--- src/rtl/dsq_pkg.sv ---
package dsq_pkg;
   typedef enum logic {ST_IDLE, ST_XFER} dsq_state_e;

   localparam int unsigned REG_W        = 8;
   localparam int unsigned TF_REGS      = 6;
   localparam logic [3:0]  A_ERRFEAT    = 4'd1;
   localparam logic [3:0]  A_COUNT      = 4'd2;
   localparam logic [3:0]  A_DEVHEAD    = 4'd6;
   localparam logic [3:0]  A_CMDSTAT    = 4'd7;
   localparam logic [3:0]  A_ALTSTAT    = 4'd8;
   localparam int unsigned TF_COUNT_IDX = 1;

   localparam int unsigned ST_BSY  = 7;
   localparam int unsigned ST_RDY  = 6;
   localparam int unsigned ST_ERR  = 0;
   localparam int unsigned ER_ABRT = 2;
endpackage

--- src/rtl/dsq_taskfile.sv ---
module dsq_taskfile
   import dsq_pkg::*;
#(
   parameter int unsigned NREGS  = TF_REGS,
   parameter int unsigned CNT_IX = TF_COUNT_IDX
) (
   input  logic                       clk,
   input  logic                       rst_n,
   input  logic                       wr_en,
   input  logic [$clog2(NREGS)-1:0]   wr_idx,
   input  logic [REG_W-1:0]           wr_data,
   input  logic                       cnt_dec,
   output logic [NREGS-1:0][REG_W-1:0] tf_q
);
   initial begin : p_param_chk
      assert (CNT_IX < NREGS) else $error("count index outside register bank");
   end

   for (genvar g = 0; g < NREGS; g++) begin : g_reg
      if (g == CNT_IX) begin : g_cnt
         always_ff @(posedge clk or negedge rst_n) begin
            if (!rst_n)                            tf_q[g] <= '0;
            else if (wr_en && wr_idx == g[$clog2(NREGS)-1:0]) tf_q[g] <= wr_data;
            else if (cnt_dec)                      tf_q[g] <= tf_q[g] - 1'b1;
         end
      end else begin : g_plain
         always_ff @(posedge clk or negedge rst_n) begin
            if (!rst_n)                            tf_q[g] <= '0;
            else if (wr_en && wr_idx == g[$clog2(NREGS)-1:0]) tf_q[g] <= wr_data;
         end
      end
   end

   AST_BANK_HOLD: assert property (@(posedge clk) disable iff (!rst_n)
      (!wr_en && !cnt_dec) |=> $stable(tf_q));
endmodule

--- src/rtl/dsq_xfer_ctr.sv ---
module dsq_xfer_ctr #(
   parameter int unsigned SECTOR_WORDS = 256
) (
   input  logic clk,
   input  logic rst_n,
   input  logic clear,
   input  logic step,
   output logic sec_end
);
   localparam int unsigned WW   = (SECTOR_WORDS > 2) ? $clog2(SECTOR_WORDS) : 1;
   localparam bit          POW2 = (SECTOR_WORDS & (SECTOR_WORDS - 1)) == 0;

   initial begin : p_param_chk
      assert (SECTOR_WORDS >= 2) else $error("SECTOR_WORDS must be at least 2");
   end

   logic [WW-1:0] word_q;

   if (POW2) begin : g_wrap
      assign sec_end = step && (&word_q);
      always_ff @(posedge clk or negedge rst_n) begin
         if (!rst_n)     word_q <= '0;
         else if (clear) word_q <= '0;
         else if (step)  word_q <= word_q + 1'b1;
      end
   end else begin : g_cmp
      localparam logic [WW-1:0] LAST = WW'(SECTOR_WORDS - 1);
      assign sec_end = step && (word_q == LAST);
      always_ff @(posedge clk or negedge rst_n) begin
         if (!rst_n)       word_q <= '0;
         else if (clear)   word_q <= '0;
         else if (sec_end) word_q <= '0;
         else if (step)    word_q <= word_q + 1'b1;
      end
      AST_WORD_RANGE: assert property (@(posedge clk) disable iff (!rst_n)
         step |=> (word_q <= LAST));
   end
endmodule

--- src/rtl/dsq_dma_seq.sv ---
module dsq_dma_seq
   import dsq_pkg::*;
#(
   parameter int unsigned DATA_W       = 16,
   parameter int unsigned SECTOR_WORDS = 256,
   parameter logic [7:0]  CMD_READ     = 8'hC8,
   parameter logic [7:0]  CMD_WRITE    = 8'hCA,
   parameter logic [7:0]  CMD_IDENT    = 8'hEE
) (
   input  logic              clk,
   input  logic              rst_n,
   input  logic              reg_wr,
   input  logic              reg_rd,
   input  logic [3:0]        reg_addr,
   input  logic [7:0]        reg_wdata,
   output logic [7:0]        reg_rdata,
   output logic              intrq,
   output logic              dma_req,
   input  logic              dma_ack,
   output logic              dma_dir,
   input  logic [DATA_W-1:0] host_wdata,
   output logic [DATA_W-1:0] host_rdata,
   input  logic              media_ready,
   input  logic [DATA_W-1:0] media_rdata,
   output logic              media_rd_pop,
   output logic [DATA_W-1:0] media_wdata,
   output logic              media_wr_push
);
   localparam int unsigned IW = $clog2(TF_REGS);

   initial begin : p_param_chk
      assert (CMD_READ != CMD_WRITE && CMD_READ != CMD_IDENT && CMD_WRITE != CMD_IDENT)
         else $error("command codes must be distinct");
      assert (DATA_W >= 8) else $error("DATA_W too small");
   end

   dsq_state_e state_q;
   logic busy, tf_wr, cmd_wr, cmd_ok, step, sec_end, last_sec, done;
   logic dir_q, ident_q, err_q, abrt_q, irq_q;
   logic [TF_REGS-1:0][REG_W-1:0] tf_q;
   logic [IW-1:0] tf_idx;
   logic [7:0] status;

   assign busy     = (state_q == ST_XFER);
   assign tf_idx   = IW'(reg_addr - 4'd1);
   assign tf_wr    = reg_wr && !busy && reg_addr >= A_ERRFEAT && reg_addr <= A_DEVHEAD;
   assign cmd_wr   = reg_wr && !busy && reg_addr == A_CMDSTAT;
   assign cmd_ok   = reg_wdata == CMD_READ || reg_wdata == CMD_WRITE || reg_wdata == CMD_IDENT;
   assign step     = busy && dma_req && dma_ack;
   assign last_sec = ident_q || (tf_q[TF_COUNT_IDX] == 8'd1);
   assign done     = sec_end && last_sec;

   dsq_taskfile u_tf (
      .clk     (clk),
      .rst_n   (rst_n),
      .wr_en   (tf_wr),
      .wr_idx  (tf_idx),
      .wr_data (reg_wdata),
      .cnt_dec (sec_end && !ident_q),
      .tf_q    (tf_q)
   );

   dsq_xfer_ctr #(.SECTOR_WORDS(SECTOR_WORDS)) u_ctr (
      .clk     (clk),
      .rst_n   (rst_n),
      .clear   (cmd_wr),
      .step    (step),
      .sec_end (sec_end)
   );

   always_ff @(posedge clk or negedge rst_n) begin
      if (!rst_n) begin
         state_q <= ST_IDLE;
         dir_q   <= 1'b1;
         ident_q <= 1'b0;
         err_q   <= 1'b0;
         abrt_q  <= 1'b0;
         irq_q   <= 1'b0;
      end else begin
         if (cmd_wr) begin
            err_q  <= !cmd_ok;
            abrt_q <= !cmd_ok;
            irq_q  <= !cmd_ok;
            if (cmd_ok) begin
               state_q <= ST_XFER;
               dir_q   <= reg_wdata != CMD_WRITE;
               ident_q <= reg_wdata == CMD_IDENT;
            end
         end else if (done) begin
            state_q <= ST_IDLE;
            irq_q   <= 1'b1;
         end else if (reg_rd && reg_addr == A_CMDSTAT) begin
            irq_q <= 1'b0;
         end
      end
   end

   always_comb begin
      status         = '0;
      status[ST_BSY] = busy;
      status[ST_RDY] = !busy;
      status[ST_ERR] = err_q && !busy;
   end

   always_comb begin
      reg_rdata = '0;
      if (reg_addr == A_ERRFEAT)                            reg_rdata[ER_ABRT] = abrt_q;
      else if (reg_addr >= A_COUNT && reg_addr <= A_DEVHEAD) reg_rdata = tf_q[tf_idx];
      else if (reg_addr == A_CMDSTAT || reg_addr == A_ALTSTAT) reg_rdata = status;
   end

   assign intrq         = irq_q;
   assign dma_req       = busy && media_ready;
   assign dma_dir       = dir_q;
   assign host_rdata    = media_rdata;
   assign media_wdata   = host_wdata;
   assign media_rd_pop  = step && dir_q;
   assign media_wr_push = step && !dir_q;

   AST_NO_MID_IRQ: assert property (@(posedge clk) disable iff (!rst_n)
      busy |-> !intrq);
   AST_DONE_IRQ: assert property (@(posedge clk) disable iff (!rst_n)
      done |=> (intrq && !busy && !dma_req));
   AST_ABORT: assert property (@(posedge clk) disable iff (!rst_n)
      (cmd_wr && !cmd_ok) |=> (intrq && !busy && !dma_req && status == 8'h41));
   AST_STAT_CLEAR: assert property (@(posedge clk) disable iff (!rst_n)
      (reg_rd && reg_addr == A_CMDSTAT && !busy && !reg_wr) |=> !intrq);
   AST_ALT_KEEP: assert property (@(posedge clk) disable iff (!rst_n)
      (reg_rd && reg_addr == A_ALTSTAT && !busy && !reg_wr) |=> $stable(intrq));
endmodule

--- config.mk ---
export PLATFORM = sky130hd
export DESIGN_NAME = dsq_dma_seq
export DESIGN_NICKNAME = d
export VERILOG_FILES = /design/src/rtl/dsq_pkg.sv /design/src/rtl/dsq_taskfile.sv /design/src/rtl/dsq_xfer_ctr.sv /design/src/rtl/dsq_dma_seq.sv
export SDC_FILE = /design/constraint.sdc
export NUM_CORES = 1
export LEC_CHECK = 0
export CORE_MARGIN = 2
export CORE_UTILIZATION = 49
export DETAILED_ROUTE_END_ITERATION = 10
export PLACE_DENSITY = 0.78
export SLEW_MARGIN = 10
export SYNTH_ARGS = -nofsm -noshare
export SYNTH_HDL_FRONTEND = slang
export SYNTH_SLANG_ARGS = --single-unit
--- constraint.sdc ---
create_clock -name clk -period 3.2 [get_ports clk]
set_clock_uncertainty 0.05 [all_clocks]
set_input_delay 0.32 -clock clk [delete_from_list [all_inputs] [get_ports clk]]
set_output_delay 0.32 -clock clk [all_outputs]
set_load 0.05 [all_outputs]
==> results.md, run 1 <==
- Status: finished, final reports clean
- GR Overflow Total: 0
- Setup slack, reg-to-reg: 1110 ps
- Worst EP arrival: around 2500 ps
- Multi-input logic area: 0.001730 mm^2
- Most common cell after layout, fill and taps aside: dfrtp_1
- Final slew viol count: 0
- MaxCap Viol Count: 0
- GP Congestion: 0.9210
- All-Layer GR Usage: 21.09%
- Fill count: between 600 and 700
- Tot Pwr: 2.197 mW
- Min Hold Slack: ~450 ps
- Final WL: roughly 7700 um
- EDFF count, synth: 0
- Share of cells above drive strength 1: 31.79%
- Synthesized net count: 375
- Final nets: 380
- Critical path launch point: reg_addr[0]
- Cell taking the most area after synthesis: dfrtp_1
- HP Class: in -> async
- PD cells: about 560 mW/mm^2
- CORE AREA: 0.007176 mm^2
- Fmax: 0.3484 GHz
- Mapped cell area: 0.003586 mm^2
- Setup CP Type: in -> out
- Peak supply drop: 0.2487 mV
- Die height: between 80 and 90 um
- Remaining DRCs: 0
- Worst-skew pair later-pin latency: 330 ps
- Ys Warns: 0
- Die W: 89.55 um
- DR vias/cell: 5.792
- I/O Buffers: 30
- DRT iter0 DRCs: 176
- Mapped Cells: around 320
- Post-synthesis sequential area ratio: between 40% and 50%
- Post-DP HPWL: 5558 um
- Share of the synthesized area in the top cell type: 41.87%
- CTS tree: yes
- Initial Util: 49.97%
- Leakage: ~1.6 nW
- Worst-path clk slew: roughly 60 ps
- Mean post-synth cell area: 11.35 um^2
- Yosys reg bits: 61
- Util after Layout: between 50% and 60%
- Async SR Flop Fraction: between 90% and 100%
- CP endpoint kind: output port
- H-Tree Level Count: 3
- Worst Max-Slew Pin Slew: 684.8 ps
- Setup TNS: 0 ps
- Clk buf depth: 2
- Top FF cell, synth: dfrtp_1
- Setup violations, final: 0
- Top cells by area, synth: dfrtp_1 42%, mux2_2 15%, buf_4 6.7%
- Post-CTS Setup Inserts: 0
- Pin count of the biggest net entering global routing: 39
- Initial antenna violation count: 0
- CTS root buf: clkbuf_8
- WL/cell: approximately 18 um
- Relative slew slack: 54.18%
- # diodes: 0
- First-pass GRT wire length: 12610 um
- Startpoint Class: input pin
- Row count: 31
- CTS sink cnt: 61
- DR pass1 iterations: 4
- CP max FO: 10
- Yosys cell types: 58
- FF+latch area: 0.001528 mm^2
- Unrepaired setup endpoints after global routing: false
- Die area: around 0.008 mm^2
- Area growth from synthesis to layout: 9.874%
- R2r endpoint: u_tf.tf_q[9]
- # IOs: 95
- Vias in the first global route: 2492
- Final Hold Vio Count: 0
- Data required, critical path: 2830 ps
- Commonest cells after routing, fill and taps aside: 60 x dfrtp_1, 48 x mux2_2, 26 x nor2_1
- Resize count post-CTS: 0
- Antenna Nets Post-Route: 0
- Fin crit share: between 80 and 90%
- Reg-to-reg startpoint: busy
- Reg2reg path depth: 3
- Routed via count: 2450
- Min cycle time layout: 2870 ps
- Hold_buf cts: 1
- CTS Buf Count: 9
## where the power goes
part           switching (mW)  internal (mW)
logic                   0.245          0.303
registers               0.123          0.949
clock network           0.266          0.312
## logic make-up (layout without fill, tap and decap cells)
kind of cell,Yosys count,in the layout,share of synthesized area (%)
and+or+nand+nor,87,87,13.89
buffers and inverters,52,60,9.316
AOI/OAI and AO/OA,39,39,7.502
muxes,58,58,21.11
adders and majority gates,9,9,3.140
DFF,61,61,42.60
xor gates and xnor gates,10,10,2.442
## sequential cells by signal (all words and copies together) (netlist names)
signal,count
busy,1
intrq,1
abrt_q,1
ident_q,1
u_tf.tf_q,48
dma_dir,1
u_ctr.word_q,8
## critical path, cell delays in order
cell,delay (ps)
clkdlybuf4s50_1,480
inv_1,60
ha_1,230
ha_1,550
mux4_2,390
a22oi_1,210
nor2_1,70
buf_4,190
## area by class of cell
cell class	instances	area share [%]
flip-flops and latches	61	38.77
multi-input cells	203	43.92
repair buffers	38	9.209
well taps	99	3.144
clock inverters	2	0.2540
inverters	8	0.7621
clock buffers	12	3.938
## synthesized netlist by cell type (2+ instances only)
cell / n
nand2b_1: 3
nor2b_1: 2
buf_2: 3
nor3_1: 3
o21a_1: 3
nand2_2: 3
buf_4: 32
nand3_1: 7
nor4_2: 2
clkbuf_1: 6
nand4_1: 3
a21oi_1: 7
nand2_1: 11
a22oi_1: 4
a31o_2: 3
xnor2_1: 5
o21ai_0: 5
nand3_2: 3
mux4_1: 3
mux4_2: 5
or3_1: 2
or4_1: 2
a31oi_1: 7
ha_1: 9
nor2_1: 26
mux2_2: 48
buf_6: 2
xor2_1: 5
nand3b_1: 2
inv_1: 8
dfrtp_1: 60
nor4_1: 4
nor4b_1: 3
## how the worst max path moves through the flow
stage                    to  slack [ps]
3_5_place_dp   u_tf.tf_q[9]         220
5_1_grt        reg_rdata[0]         200
3_3_place_gp   u_tf.tf_q[9]         270
4_1_cts        reg_rdata[0]         350
6_report       reg_rdata[5]         330
2_1_floorplan  reg_rdata[0]         110
## routing by layer
metal / track usage (%) / share of wire [%] / vias to the layer above
met5: 0 / 0 / -
met4: 8.412 / 1.5 / 0
met3: 4.894 / 5.3 / 14
met2: 33.56 / 50 / 75
met1: 27.95 / 43 / 1229
li1: - / - / 1132
## metrics by stage
stage,worst slack [ps],instances,area [um^2]
floorplan,107.4,316,3592
global route,199.0,423,3940
global placement,275.0,408,3765
detailed placement,218.3,408,3765
finish,329.9,423,3940
CTS,348.0,423,3940
Note: power is estimated with default switching activity, not from simulation.
==> run 2, diff against run 1 <==
--- a/config.mk
+++ b/config.mk
@@ -6,9 +6,10 @@
 export NUM_CORES = 1
 export LEC_CHECK = 0
 export CORE_MARGIN = 2
-export CORE_UTILIZATION = 49
+export CORE_UTILIZATION = 51
+export CTS_BUF_LIST = sky130_fd_sc_hd__clkbuf_4
 export DETAILED_ROUTE_END_ITERATION = 10
-export PLACE_DENSITY = 0.78
+export PLACE_DENSITY = 0.8
 export SLEW_MARGIN = 10
 export SYNTH_ARGS = -nofsm -noshare
 export SYNTH_HDL_FRONTEND = slang
==> run 2 against run 1 <==
Effect of this change:
- die area fell by 3.8%
- sequential share of layout area about the same
- sequential power hardly changed
- critical endpoint unchanged
- cell area is essentially flat
- critical path type unchanged
- wire length fell by 3.7%
- worst setup slack improved by 7.4 ps
- count of clock-buffer cells in the layout fell by 2
- hold slack got worse by 140 ps
==> results.md, run 2 (same netlist as run 1, synthesis figures left out) <==
- CORE AREA: 0.006794 mm^2 (-5.3%)
- First-pass GRT wire length: 11860 um (-6.0%)
- Tot Pwr: 2.200 mW (+0.11%)
- MaxCap Viol Count: 0 (unchanged)
- Most flops, register: u_tf.tf_q
- R2r endpoint: u_tf.tf_q[14]
- HP Class: in -> async
- CTS tree: yes
- Final slew viol count: 0 (unchanged)
- Post-DP HPWL: 5275 um (-5.1%)
- Share of cells above drive strength 1: 31.90% (+0.11 points)
- Worst Max-Slew Pin Slew: 690.2 ps (+5.451 ps)
- Reg2reg path depth: 5 (+2)
- Final Hold Vio Count: 0 (unchanged)
- Post-placement cell area: 0.003781 mm^2 (+0.43%)
- Pin count of the biggest net entering global routing: 45 (+15%)
- Relative slew slack: 53.81% (-0.36 points)
- Leakage: 1.650 nW (about the same)
- GR Overflow Total: 0 (unchanged)
- Crit path to: reg_rdata[5]
- Max FFs per register: 48 (unchanged)
- Initial Util: 52.78% (+2.8 points)
- DR vias/cell: 5.744 (-0.83%)
- Area growth from synthesis to layout: 9.944% (about the same)
- DRT iter0 DRCs: 102 (-42%)
- Status: finished, final reports clean
- DR pass1 iterations: 5 (+1)
- Min cycle time layout: 2863 ps (-7.368 ps)
- DP Cell Count: 406 (-0.49%)
- CP endpoint kind: output port
- # IOs: 95 (unchanged)
- Fmax: 0.3493 GHz (+0.26%)
- Post-CTS Setup Inserts: 0 (unchanged)
- Remaining DRCs: 0 (unchanged)
- Resize count post-CTS: 0 (unchanged)
- Data required, critical path: 2830 ps (about the same)
- Most common cell after layout, fill and taps aside: dfrtp_1
- Startpoint Class: input pin
- H-Tree Level Count: 3 (unchanged)
- Unrepaired setup endpoints after global routing: false
- WL/cell: 17.53 um (-3.5%)
- # diodes: 0 (unchanged)
- Initial antenna violation count: 0 (unchanged)
- Fin crit share: 89.46% (-0.23 points)
- Reg-to-reg startpoint: busy
- Die height: 87.85 um (-1.9%)
- Die W: 87.85 um (-1.9%)
- Worst-skew pair later-pin latency: 400 ps (+70 ps)
- I/O Buffers: 30 (unchanged)
- PD cells: 557.9 mW/mm^2 (about the same)
- Die area: 0.007718 mm^2 (-3.8%)
- Vias in the first global route: 2388 (-4.2%)
- CP max FO: 15 (+5)
- Clk buf depth: 2 (unchanged)
- Routed via count: 2424 (-1.1%)
- Setup slack, reg-to-reg: 1160 ps (+50 ps)
- Non-Filler Instances: 422 (-0.24%)
- Worst-path clk slew: 110 ps (+50 ps)
- CTS root buf: clkbuf_4
- Min Hold Slack: 311.8 ps (-138.4 ps)
- CTS Buf Count: 9 (unchanged)
- Top Registers: u_tf.tf_q (48), u_ctr.word_q (8)
- Worst EP arrival: 2490 ps (about the same)
- Peak supply drop: 0.3407 mV (+37%)
- CTS sink cnt: 61 (unchanged)
- Final nets: 381 (+0.26%)
- Row count: 30 (-3.2%)
- Antenna Nets Post-Route: 0 (unchanged)
- All-Layer GR Usage: 20.70% (-0.39 points)
- Setup violations, final: 0 (unchanged)
- Fin area: 0.003943 mm^2 (about the same)
- Commonest cells after routing, fill and taps aside: 60 x dfrtp_1, 48 x mux2_2, 26 x nor2_1
- Setup CP Type: in -> out
- Fill count: 563 (-7.7%)
- GP Congestion: 0.8289 (-10%)
- Final WL: 7399 um (-3.7%)
- Critical path launch point: reg_addr[0]
- Setup TNS: 0 ps (unchanged)
==> run 2: what timing repair did <==
action	in CTS	in global routing
endpoints found under the setup margin	0	0
hold buffers	1	0
endpoints found under the hold margin	16	0
==> run 2: where the power goes <==
group,internal [mW],switching [mW]
combinational,0.306,0.240
clock,0.318,0.267
sequential,0.946,0.122
==> run 2: final cells by class <==
class / count / area (um^2) / share of cell area, %
clock buffers: 10 / 75.07 / 1.904
clock inverters: 5 / 76.32 / 1.936
inverters: 8 / 30.03 / 0.7617
multi-input cells: 203 / 1730 / 43.89
flip-flops and latches: 61 / 1528 / 38.75
well taps: 96 / 120.1 / 3.047
repair buffers: 39 / 382.9 / 9.711
==> run 2: worst max-delay path: stages <==
cell	delay, ps
clkdlybuf4s50_1	510
inv_1	70
ha_1	230
ha_1	350
buf_4	240
mux4_2	320
a22oi_1	200
nor2_1	70
buf_4	190
==> run 2: per-layer routing <==
metal / vias to the layer above / track usage (%) / routed length, um
li1: 1130 / - / -
met4: 0 / 7.972 / 112
met3: 20 / 6.880 / 499
met2: 93 / 31.13 / 3531
met1: 1181 / 27.97 / 3255
met5: - / 0 / 0
==> run 2: stage by stage <==
step | setup slack [ps] | util, %
after floorplan | 107.4 | -
after global placement | 423.0 | 55.65
after detailed placement | 352.2 | 55.65
after CTS | 341.2 | 58.03
after global routing | 197.6 | 58.03
final | 337.3 | 58.03
==> run 2: how the worst min path moves through the flow <==
stage / from / to / depth (start not counted)
finish: rst_n / u_ctr.word_q[1] / 2
global route: rst_n / u_ctr.word_q[1] / 2
CTS: rst_n / u_ctr.word_q[1] / 2
detailed placement: rst_n / u_ctr.word_q[1] / 1
global placement: rst_n / u_ctr.word_q[1] / 1
floorplan: rst_n / abrt_q / 0
